**src/rtl/dpk_pkg.sv**
```systemverilog
package dpk_pkg;

   typedef enum logic [1:0] {
      SZ_BYTE     = 2'b00,
      SZ_WORD     = 2'b01,
      SZ_LONG     = 2'b10,
      SZ_LONG_ALT = 2'b11
   } size_e;

   localparam int unsigned OPER_LANES = 4;
   localparam int unsigned CNT_W      = 3;

   function automatic logic [CNT_W-1:0] lanes_of(input logic [1:0] code);
      logic [CNT_W-1:0] n;
      case (size_e'(code))
         SZ_BYTE: n = 3'd1;
         SZ_WORD: n = 3'd2;
         default: n = 3'd4;
      endcase
      return n;
   endfunction

endpackage

```
**src/rtl/dpk_size_decode.sv**
```systemverilog
module dpk_size_decode
   import dpk_pkg::*;
(
   input  logic [1:0]       src_size_i,
   input  logic [1:0]       dst_size_i,
   output logic [CNT_W-1:0] src_lanes_o,
   output logic [CNT_W-1:0] dst_lanes_o,
   output logic [CNT_W-1:0] span_lanes_o
);

   always_comb begin
      src_lanes_o  = lanes_of(src_size_i);
      dst_lanes_o  = lanes_of(dst_size_i);
      span_lanes_o = (src_lanes_o > dst_lanes_o) ? src_lanes_o : dst_lanes_o;
   end

endmodule

```
**src/rtl/dpk_seq.sv**
```systemverilog
module dpk_seq
   import dpk_pkg::*;
(
   input  logic             clk,
   input  logic             rst_n,
   input  logic             abort_i,
   input  logic             rd_valid_i,
   input  logic             wr_accept_i,
   input  logic [CNT_W-1:0] src_lanes_i,
   input  logic [CNT_W-1:0] dst_lanes_i,
   input  logic [CNT_W-1:0] span_lanes_i,
   output logic [CNT_W-1:0] fill_cnt_o,
   output logic [CNT_W-1:0] rd_ptr_o,
   output logic             draining_o,
   output logic             rd_take_o,
   output logic             wr_take_o
);

   logic [CNT_W-1:0] fill_q, ptr_q;
   logic             drain_q;
   logic [CNT_W-1:0] fill_nx, ptr_nx;

   always_comb begin
      rd_take_o = rd_valid_i  && !drain_q;
      wr_take_o = wr_accept_i &&  drain_q;
      fill_nx   = fill_q + src_lanes_i;
      ptr_nx    = ptr_q  + dst_lanes_i;
   end

   always_ff @(posedge clk or negedge rst_n) begin
      if (!rst_n) begin
         fill_q  <= '0;
         ptr_q   <= '0;
         drain_q <= 1'b0;
      end else if (abort_i) begin
         fill_q  <= '0;
         ptr_q   <= '0;
         drain_q <= 1'b0;
      end else if (rd_take_o) begin
         fill_q <= fill_nx;
         if (fill_nx >= span_lanes_i) drain_q <= 1'b1;
      end else if (wr_take_o) begin
         if (ptr_nx >= fill_q) begin
            fill_q  <= '0;
            ptr_q   <= '0;
            drain_q <= 1'b0;
         end else begin
            ptr_q <= ptr_nx;
         end
      end
   end

   assign fill_cnt_o = fill_q;
   assign rd_ptr_o   = ptr_q;
   assign draining_o = drain_q;

endmodule

```
**src/rtl/dpk_lane_store.sv**
```systemverilog
module dpk_lane_store
   import dpk_pkg::*;
#(
   parameter int unsigned LANE_W = 8,
   localparam int unsigned DATA_W = OPER_LANES * LANE_W,
   localparam int unsigned IDX_W  = $clog2(OPER_LANES)
) (
   input  logic              clk,
   input  logic              rst_n,
   input  logic              clear_i,
   input  logic              rd_take_i,
   input  logic [DATA_W-1:0] rd_data_i,
   input  logic [CNT_W-1:0]  fill_cnt_i,
   input  logic [CNT_W-1:0]  src_lanes_i,
   output logic [LANE_W-1:0] lane_o [OPER_LANES]
);

   logic [LANE_W-1:0] in_lane [OPER_LANES];

   for (genvar j = 0; j < OPER_LANES; j++) begin : g_in
      assign in_lane[j] = rd_data_i[j*LANE_W +: LANE_W];
   end

   // Lane 0 is the most significant lane of the destination operand.
   for (genvar i = 0; i < OPER_LANES; i++) begin : g_lane
      localparam logic [CNT_W-1:0] LI = CNT_W'(i);
      logic [CNT_W-1:0]  offs;
      logic [CNT_W-1:0]  pick;
      logic              hit;
      logic [LANE_W-1:0] q;

      always_comb begin
         offs = LI - fill_cnt_i;
         hit  = rd_take_i && (LI >= fill_cnt_i) && (offs < src_lanes_i);
         pick = src_lanes_i - 3'd1 - offs;
      end

      always_ff @(posedge clk or negedge rst_n) begin
         if (!rst_n)       q <= '0;
         else if (clear_i) q <= '0;
         else if (hit)     q <= in_lane[pick[IDX_W-1:0]];
      end

      assign lane_o[i] = q;
   end

endmodule

```
**src/rtl/dpk_out_mux.sv**
```systemverilog
module dpk_out_mux
   import dpk_pkg::*;
#(
   parameter int unsigned LANE_W   = 8,
   parameter bit          GATE_OUT = 1'b1,
   localparam int unsigned DATA_W = OPER_LANES * LANE_W,
   localparam int unsigned IDX_W  = $clog2(OPER_LANES)
) (
   input  logic [LANE_W-1:0] lane_i [OPER_LANES],
   input  logic [CNT_W-1:0]  rd_ptr_i,
   input  logic [CNT_W-1:0]  dst_lanes_i,
   input  logic              draining_i,
   output logic [DATA_W-1:0] wr_data_o
);

   logic [DATA_W-1:0] raw;

   for (genvar k = 0; k < OPER_LANES; k++) begin : g_out
      localparam logic [CNT_W-1:0] KI = CNT_W'(k);
      logic [CNT_W-1:0] src_idx;
      always_comb begin
         src_idx = rd_ptr_i + dst_lanes_i - 3'd1 - KI;
         raw[k*LANE_W +: LANE_W] = (KI < dst_lanes_i) ? lane_i[src_idx[IDX_W-1:0]]
                                                       : '0;
      end
   end

   if (GATE_OUT) begin : g_gated
      assign wr_data_o = draining_i ? raw : '0;
   end else begin : g_raw
      assign wr_data_o = raw;
   end

endmodule

```
**src/rtl/dma_pack_buf.sv**
```systemverilog
module dma_pack_buf
   import dpk_pkg::*;
#(
   parameter int unsigned LANE_W   = 8,
   parameter bit          GATE_OUT = 1'b1,
   localparam int unsigned DATA_W = OPER_LANES * LANE_W
) (
   input  logic              clk,
   input  logic              rst_n,
   input  logic              abort_i,
   input  logic [1:0]        src_size_i,
   input  logic [1:0]        dst_size_i,
   input  logic              rd_valid_i,
   input  logic [DATA_W-1:0] rd_data_i,
   input  logic              wr_accept_i,
   output logic [DATA_W-1:0] wr_data_o,
   output logic              wr_ready_o,
   output logic              rd_req_o
);

   if (LANE_W < 1) begin : g_bad_lane
      $error("dma_pack_buf: LANE_W must be at least 1");
   end
   if (OPER_LANES != 4) begin : g_bad_lanes
      $error("dma_pack_buf: byte/word/long sizing needs four lanes");
   end

   logic [CNT_W-1:0]  src_lanes, dst_lanes, span_lanes;
   logic [CNT_W-1:0]  fill_cnt, rd_ptr;
   logic              draining, rd_take, wr_take;
   logic [LANE_W-1:0] lanes [OPER_LANES];

   dpk_size_decode u_dec (
      .src_size_i  (src_size_i),
      .dst_size_i  (dst_size_i),
      .src_lanes_o (src_lanes),
      .dst_lanes_o (dst_lanes),
      .span_lanes_o(span_lanes)
   );

   dpk_seq u_seq (
      .clk         (clk),
      .rst_n       (rst_n),
      .abort_i     (abort_i),
      .rd_valid_i  (rd_valid_i),
      .wr_accept_i (wr_accept_i),
      .src_lanes_i (src_lanes),
      .dst_lanes_i (dst_lanes),
      .span_lanes_i(span_lanes),
      .fill_cnt_o  (fill_cnt),
      .rd_ptr_o    (rd_ptr),
      .draining_o  (draining),
      .rd_take_o   (rd_take),
      .wr_take_o   (wr_take)
   );

   dpk_lane_store #(.LANE_W(LANE_W)) u_store (
      .clk        (clk),
      .rst_n      (rst_n),
      .clear_i    (abort_i),
      .rd_take_i  (rd_take),
      .rd_data_i  (rd_data_i),
      .fill_cnt_i (fill_cnt),
      .src_lanes_i(src_lanes),
      .lane_o     (lanes)
   );

   dpk_out_mux #(.LANE_W(LANE_W), .GATE_OUT(GATE_OUT)) u_out (
      .lane_i     (lanes),
      .rd_ptr_i   (rd_ptr),
      .dst_lanes_i(dst_lanes),
      .draining_i (draining),
      .wr_data_o  (wr_data_o)
   );

   assign wr_ready_o = draining;
   assign rd_req_o   = !draining;

   logic unused_take;
   assign unused_take = wr_take;

endmodule

```
**config.mk**
```make
export PLATFORM = sky130hd
export DESIGN_NAME = dma_pack_buf
export DESIGN_NICKNAME = d
export VERILOG_FILES = /design/src/rtl/dpk_pkg.sv /design/src/rtl/dpk_size_decode.sv /design/src/rtl/dpk_seq.sv /design/src/rtl/dpk_lane_store.sv /design/src/rtl/dpk_out_mux.sv /design/src/rtl/dma_pack_buf.sv
export SDC_FILE = /design/constraint.sdc
export NUM_CORES = 1
export LEC_CHECK = 0
export CORE_AREA = 3 3 88 111
export DETAILED_ROUTE_END_ITERATION = 8
export DIE_AREA = 0 0 91 114
export GPL_TIMING_DRIVEN = 0
export PLACE_DENSITY = 0.71
export REMOVE_ABC_BUFFERS = 1
export SETUP_SLACK_MARGIN = 0.05
export SLEW_MARGIN = 10
export SYNTH_ARGS = -nofsm -noshare
export SYNTH_HDL_FRONTEND = slang
export SYNTH_SLANG_ARGS = --single-unit
export TNS_END_PERCENT = 50
```
**constraint.sdc**
```tcl
create_clock -name clk -period 14.1 [get_ports clk]
set_clock_uncertainty 0.05 [all_clocks]
set_input_delay 4.23 -clock clk [delete_from_list [all_inputs] [get_ports clk]]
set_output_delay 4.23 -clock clk [all_outputs]
set_load 0.01 [all_outputs]
```
Word-level counts from Yosys, hierarchy flattened:

Cells that the tools add are included.
Widths: inputs -> output; s select.

* add/subtract/negate cells: 15
* order comparisons: 23
* equal/unequal tests: 4
* multiplexer cells: 53
* bitwise operators: 8
* reductions and logical operators: 23

Operators with widths (count)
* $mux 8: 28
* $bmux 8 s2: 8
* $mux 32: 1
* $mux 3: 9
* $ge 3x3->1 const B: 8
* $not 2->3: 8
* $lt 3x3->1: 4
* $pmux 3 s2: 2
* $logic_and 1x1->1: 10
* $reduce_bool 2->1: 5
* $sub 2x2->2: 4
* $add 3x3->3: 2
* $ge 1x3->1 const A: 2
* $ge 2x3->1 const A: 2
* $ge 3x3->1: 2
* $lt 1x3->1 const A: 2
* $lt 2x3->1 const A: 2
* $reduce_bool 3->1: 2
* $sub 1x3->3 const A: 2
* $sub 2x1->2 const B: 3
* $sub 2x3->3 const A: 2
* $mux 1: 5
* $eq 2x1->1 const B: 2
* $logic_not 2->1: 2
* 7 further kinds: 9

* bits in registers: 39
* input port bits: 41
* output and inout port bits: 34
* word-level logic and storage cells: 133

Depth between registers and ports, before layout:

* depth after elaboration: 11
* mapped depth: 15
* mapped depth without buffers: 14

By module:

From an unflattened synthesis, not the netlist that was laid out.

* cell total of the unflattened synthesis: 441
* area total of the unflattened synthesis: 4043.9 µm²

Modules (own cells, without submodules)
* dpk_lane_store: instances 1, cells an instance 225, area an instance 2255.9 µm², sequential area each 800.8 µm²
* dpk_out_mux: instances 1, cells an instance 132, area an instance 1054.8 µm², sequential area each 0.0 µm²
* dpk_seq: instances 1, cells an instance 64, area an instance 585.6 µm², sequential area each 175.2 µm²
* dpk_size_decode: instances 1, cells an instance 19, area an instance 143.9 µm², sequential area each 0.0 µm²
* dma_pack_buf: instances 1, cells an instance 1, area an instance 3.8 µm², sequential area each 0.0 µm²

Worst setup path before layout:

Ideal clock, no wire load.

* path kind: in2out
* from: input dst_size_i[0]
* to: output wr_data_o[0]
* data arrival time: 6.148 ns
* data required time: 9.820 ns
* path slack: 3.672 ns
* stages: 9
* buffers on the path: 3
* cells stage by stage: nor2_1 -> ha_1 -> inv_1 -> fa_1 -> buf_4 -> buf_4 -> buf_2 -> mux4_2 -> and2_1

* word-level cells in the longest chain between the ends: 10
* elaborated cells between the ends (all ways): 12
* classes of those cells: 2 x add/sub; 1 x order compare; 1 x eq/ne; 6 x mux; 1 x bitwise; 1 x reduce/logical

Ends and longest elaborated chain
* from (decl): line dma_pack_buf.sv:12 `input logic [1:0] dst_size_i,`
* $eq 2x1->1 / $logic_not 2->1 (equally long branches): line dpk_pkg.sv:15 `case (size_e'(code))`
* $pmux 3 s2 *: line dpk_pkg.sv:15
* $add 3x3->3: line dpk_out_mux.sv:22 `src_idx = rd_ptr_i + dst_lanes_i - 3'd1 - KI;`
* $sub 2x1->2: line dpk_out_mux.sv:22
* $not 2->3 (not written as such): line dpk_out_mux.sv:23 `raw[k*LANE_W +: LANE_W] = (KI < dst_lanes_i) ? lane_i[src_idx[IDX_W-1:0]]`
* $bmux 8 s2: line dpk_out_mux.sv:23
* $mux 8 (not written as such) (2 in series): line dpk_out_mux.sv:23
* $mux 8 *: line dpk_out_mux.sv:23
* $mux 32 *: line dpk_out_mux.sv:29 `assign wr_data_o = draining_i ? raw : '0;`
* to (decl): line dma_pack_buf.sv:16 `output logic [DATA_W-1:0] wr_data_o,`

Mark *: on every way between the ends. The rest lies on a longest branch, timed or not. The select of a mux whose other input is x is not followed.

Final worst setup path:

* from: input dst_size_i[0]
* to: output wr_data_o[21]

* word-level cells in the longest chain between the ends: 11
* elaborated cells between the ends (all ways): 13
* classes of those cells: 3 x add/sub; 1 x order compare; 1 x eq/ne; 6 x mux; 1 x bitwise; 1 x reduce/logical

Ends and longest elaborated chain (line)
* $eq 2x1->1 / $logic_not 2->1 (equally long branches): dpk_pkg.sv:15
* $pmux 3 s2 *: dpk_pkg.sv:15
* $add 3x3->3: dpk_out_mux.sv:22
* $sub 2x1->2: dpk_out_mux.sv:22
* $sub 2x2->2: dpk_out_mux.sv:22
* $not 2->3 (not written as such): dpk_out_mux.sv:23
* $bmux 8 s2: dpk_out_mux.sv:23
* $mux 8 (not written as such) (2 in series): dpk_out_mux.sv:23
* $mux 8 *: dpk_out_mux.sv:23
* $mux 32 *: dpk_out_mux.sv:29

Marks and branches as above.

==> impl_results.md <==
* Worst Path Required at 9.82 ns
* Worst setup SP type: input port
* Largest driver fanout on the critical path at 33
* Antenna violations before repair at 0
* Routed WL per cell at 19.48 um
* Leakage at 0.002091 uW
* FFs w/ async S/R, synth at 100.0%
* Setup CP Type: in2out
* Initial Utilization at 44.71%
* RSZ-0062 raised after global routing: no
* Nets@finish at 505
* Achievable frequency at 0.08713 GHz
* Yosys warnings at 0
* Gp weighted congestion at 0.8383
* Min-delay worst type: reg2reg
* Arr. time, crit path at 7.20 ns
* CP endpoint kind: primary output
* Vias at 3292
* Hold buffer count at cts at 0
* Number of synthesized flops with an enable pin at 0
* Die Width at 91 um
* Period utilisation layout at 81.40%
* Cell Area, Placed at 0.004723 mm2
* Worst R2R Start: u_seq.rd_ptr_o[0]
* Drt drc at 0
* R2r worst-path depth at 10
* CTS tree: built
* Starting DRT DRC Count at 184
* Synth Register Bits at 39
* Final Routed Wirelength at 10830 um
* Worst vdd ir at 53.08 uV
* Clk slew on worst S/H paths at 0.08 ns
* Number of diodes at 0
* Final Hold Fails at 0
* Commonest cells after routing, fill and taps aside: clkdlybuf4s50_1, dfrtp_1, nand2_1
* Root Driver: clkbuf_8
* Min cycle time layout at 11.48 ns
* HPWL after DPL at 7873 um
* Total track usage at 21.15%
* Die area at 0.01037 mm2
* Hold Path End: u_seq.rd_ptr_o[1]
* Status: finished, final reports clean
* Clock buffer depth at 2
* Layout area overhead at 23.03%
* Post-synth cell types at 42
* Top Ports at 75
* Post-CTS sizing at 0
* Hold Path Origin: u_seq.rd_ptr_o[1]
* Drt first pass iters at 4
* Final Max Tran Viols at 0
* Post-Syn Area at 0.003911 mm2
* PwrDens at 125.7 mW/mm2
* TritonCTS Sinks at 39
* Post-synthesis sequential area ratio at 24.95%
* Core area at 0.008748 mm2
* Slew @ Worst Pin at 1.112 ns
* # setup viols final at 0
* Antenna Violating Nets Remaining at 0
* Vias/cell at 5.921
* Syn_area_per_cell at 10.40 um2
* Most common cell after layout, fill and taps aside: clkdlybuf4s50_1
* Number of H-tree levels at 2
* GR Overflow Total at 0
* CTS buffer count at 5
* Max_cap viols at 0
* Most used DFF post-synth: dfrtp_1
* Hold depth at 2
* # rows at 38
* R2R setup slack at 11.31 ns
* First-pass GRT wire length at 17110 um
* Relative slew slack at 25.89%
* FF-to-FF End: u_seq.fill_cnt_o[1]
* Clock Latency Late Sink at 0.30 ns
* Setup Total Neg Slack at 0 ns
* Die Height at 114 um
* Final instance area at 0.004812 mm2
* IO Port Bufs at 74
* Syn Inst Count at 376
* Number of setup buffers added after CTS at 0
* Vias in the first global route at 3350
* Share of post-route cells with drive strength above 1 at 15.60%
* Largest net degree at the start of global routing at 34
[critical path: stages]
cell	delay, ns
clkdlybuf4s50_1	0.42
nor2_1	0.28
ha_2	0.23
inv_1	0.04
fa_2	0.56
buf_12	0.22
mux4_2	0.51
nor2b_1	0.16
clkdlybuf4s50_1	0.51
[metrics by stage]
step	total power (uW)	std cells	utilization [%]	hold WS [ns]	setup slack, ns
2_1_floorplan	408.6	350	-	0.3998	3.037
3_3_place_gp	502.8	544	52.83	0.4161	1.708
3_5_place_dp	526.8	548	53.99	0.4319	2.571
4_1_cts	605.5	556	55.01	0.4510	2.565
5_1_grt	646.3	556	55.01	0.4861	2.457
6_report	605.1	556	55.01	0.4396	2.623
[area by class of cell]
type                       instances  area [um2]
clock buffer                       5       68.82
clock inverter                     3       20.02
fill                             804        3936
inverter                          16       60.06
multi-input combinational        295        2714
sequential                        39       975.9
tap                              120       150.1
timing repair buffer              78       823.3
[cell usage after synthesis (4+ instances only)]
library cell	n	area, um2
a21oi_1	27	135.1
a22o_1	9	78.83
a32o_1	16	160.2
and2_1	8	50.05
and3_1	16	100.1
buf_2	6	30.03
buf_4	12	90.09
buf_6	4	45.04
clkbuf_1	4	15.01
dfrtp_1	39	975.9
ha_1	28	350.3
inv_1	13	48.80
mux2_2	9	101.4
mux2i_1	25	250.2
mux4_2	32	720.7
nand2_1	38	142.6
nand2b_1	4	25.02
nor2_1	22	82.58
nor2b_1	15	93.84
o21ai_0	5	25.02
o2bb2ai_1	9	78.83
xnor2_2	4	65.06
[power breakdown]
part,switching [uW],total (uW),internal [uW]
Combinational,169,344,174
Sequential,43.5,183,140
Clock,44.0,78.5,34.5
Total,257,605,348
[state kept, by name, summed over array words and instances (netlist names)]
| signal | cells |
|---|---|
| u_seq.rd_ptr_o | 3 |
| u_seq.fill_cnt_o | 3 |
| u_store.g_lane.q | 32 |
| u_seq.draining_o | 1 |
[routing by layer]
metal	share of wire, %	wire length [um]	vias up	track usage [%]
met3	6.0	649	22	3.166
met1	39	4227	1630	25.44
met2	52	5683	115	38.31
met4	2.5	268	0	7.646
met5	0	0	-	0
li1	-	-	1525	-
[how the worst max path moves through the flow]
stage	end	start	slack (ns)
6_report	wr_data_o[21]	dst_size_i[0]	2.62
5_1_grt	wr_data_o[21]	dst_size_i[0]	2.46
4_1_cts	wr_data_o[21]	dst_size_i[0]	2.56
3_5_place_dp	wr_data_o[26]	dst_size_i[0]	2.57
3_3_place_gp	wr_data_o[21]	dst_size_i[0]	1.71
2_1_floorplan	wr_data_o[26]	dst_size_i[0]	3.04
[logic make-up after synthesis]
group                      count (synthesis)  synth area share, %
DFF                                       39                24.95
AOI/OAI and AO/OA                         76                14.24
buffers and inverters                     42                6.142
xor gates and xnor gates                   9                2.783
muxes                                     66                27.42
and+or+nand+nor                          115                15.00
adders and majority gates                 29                9.469
No activity file was read; power rests on OpenSTA's default activity.
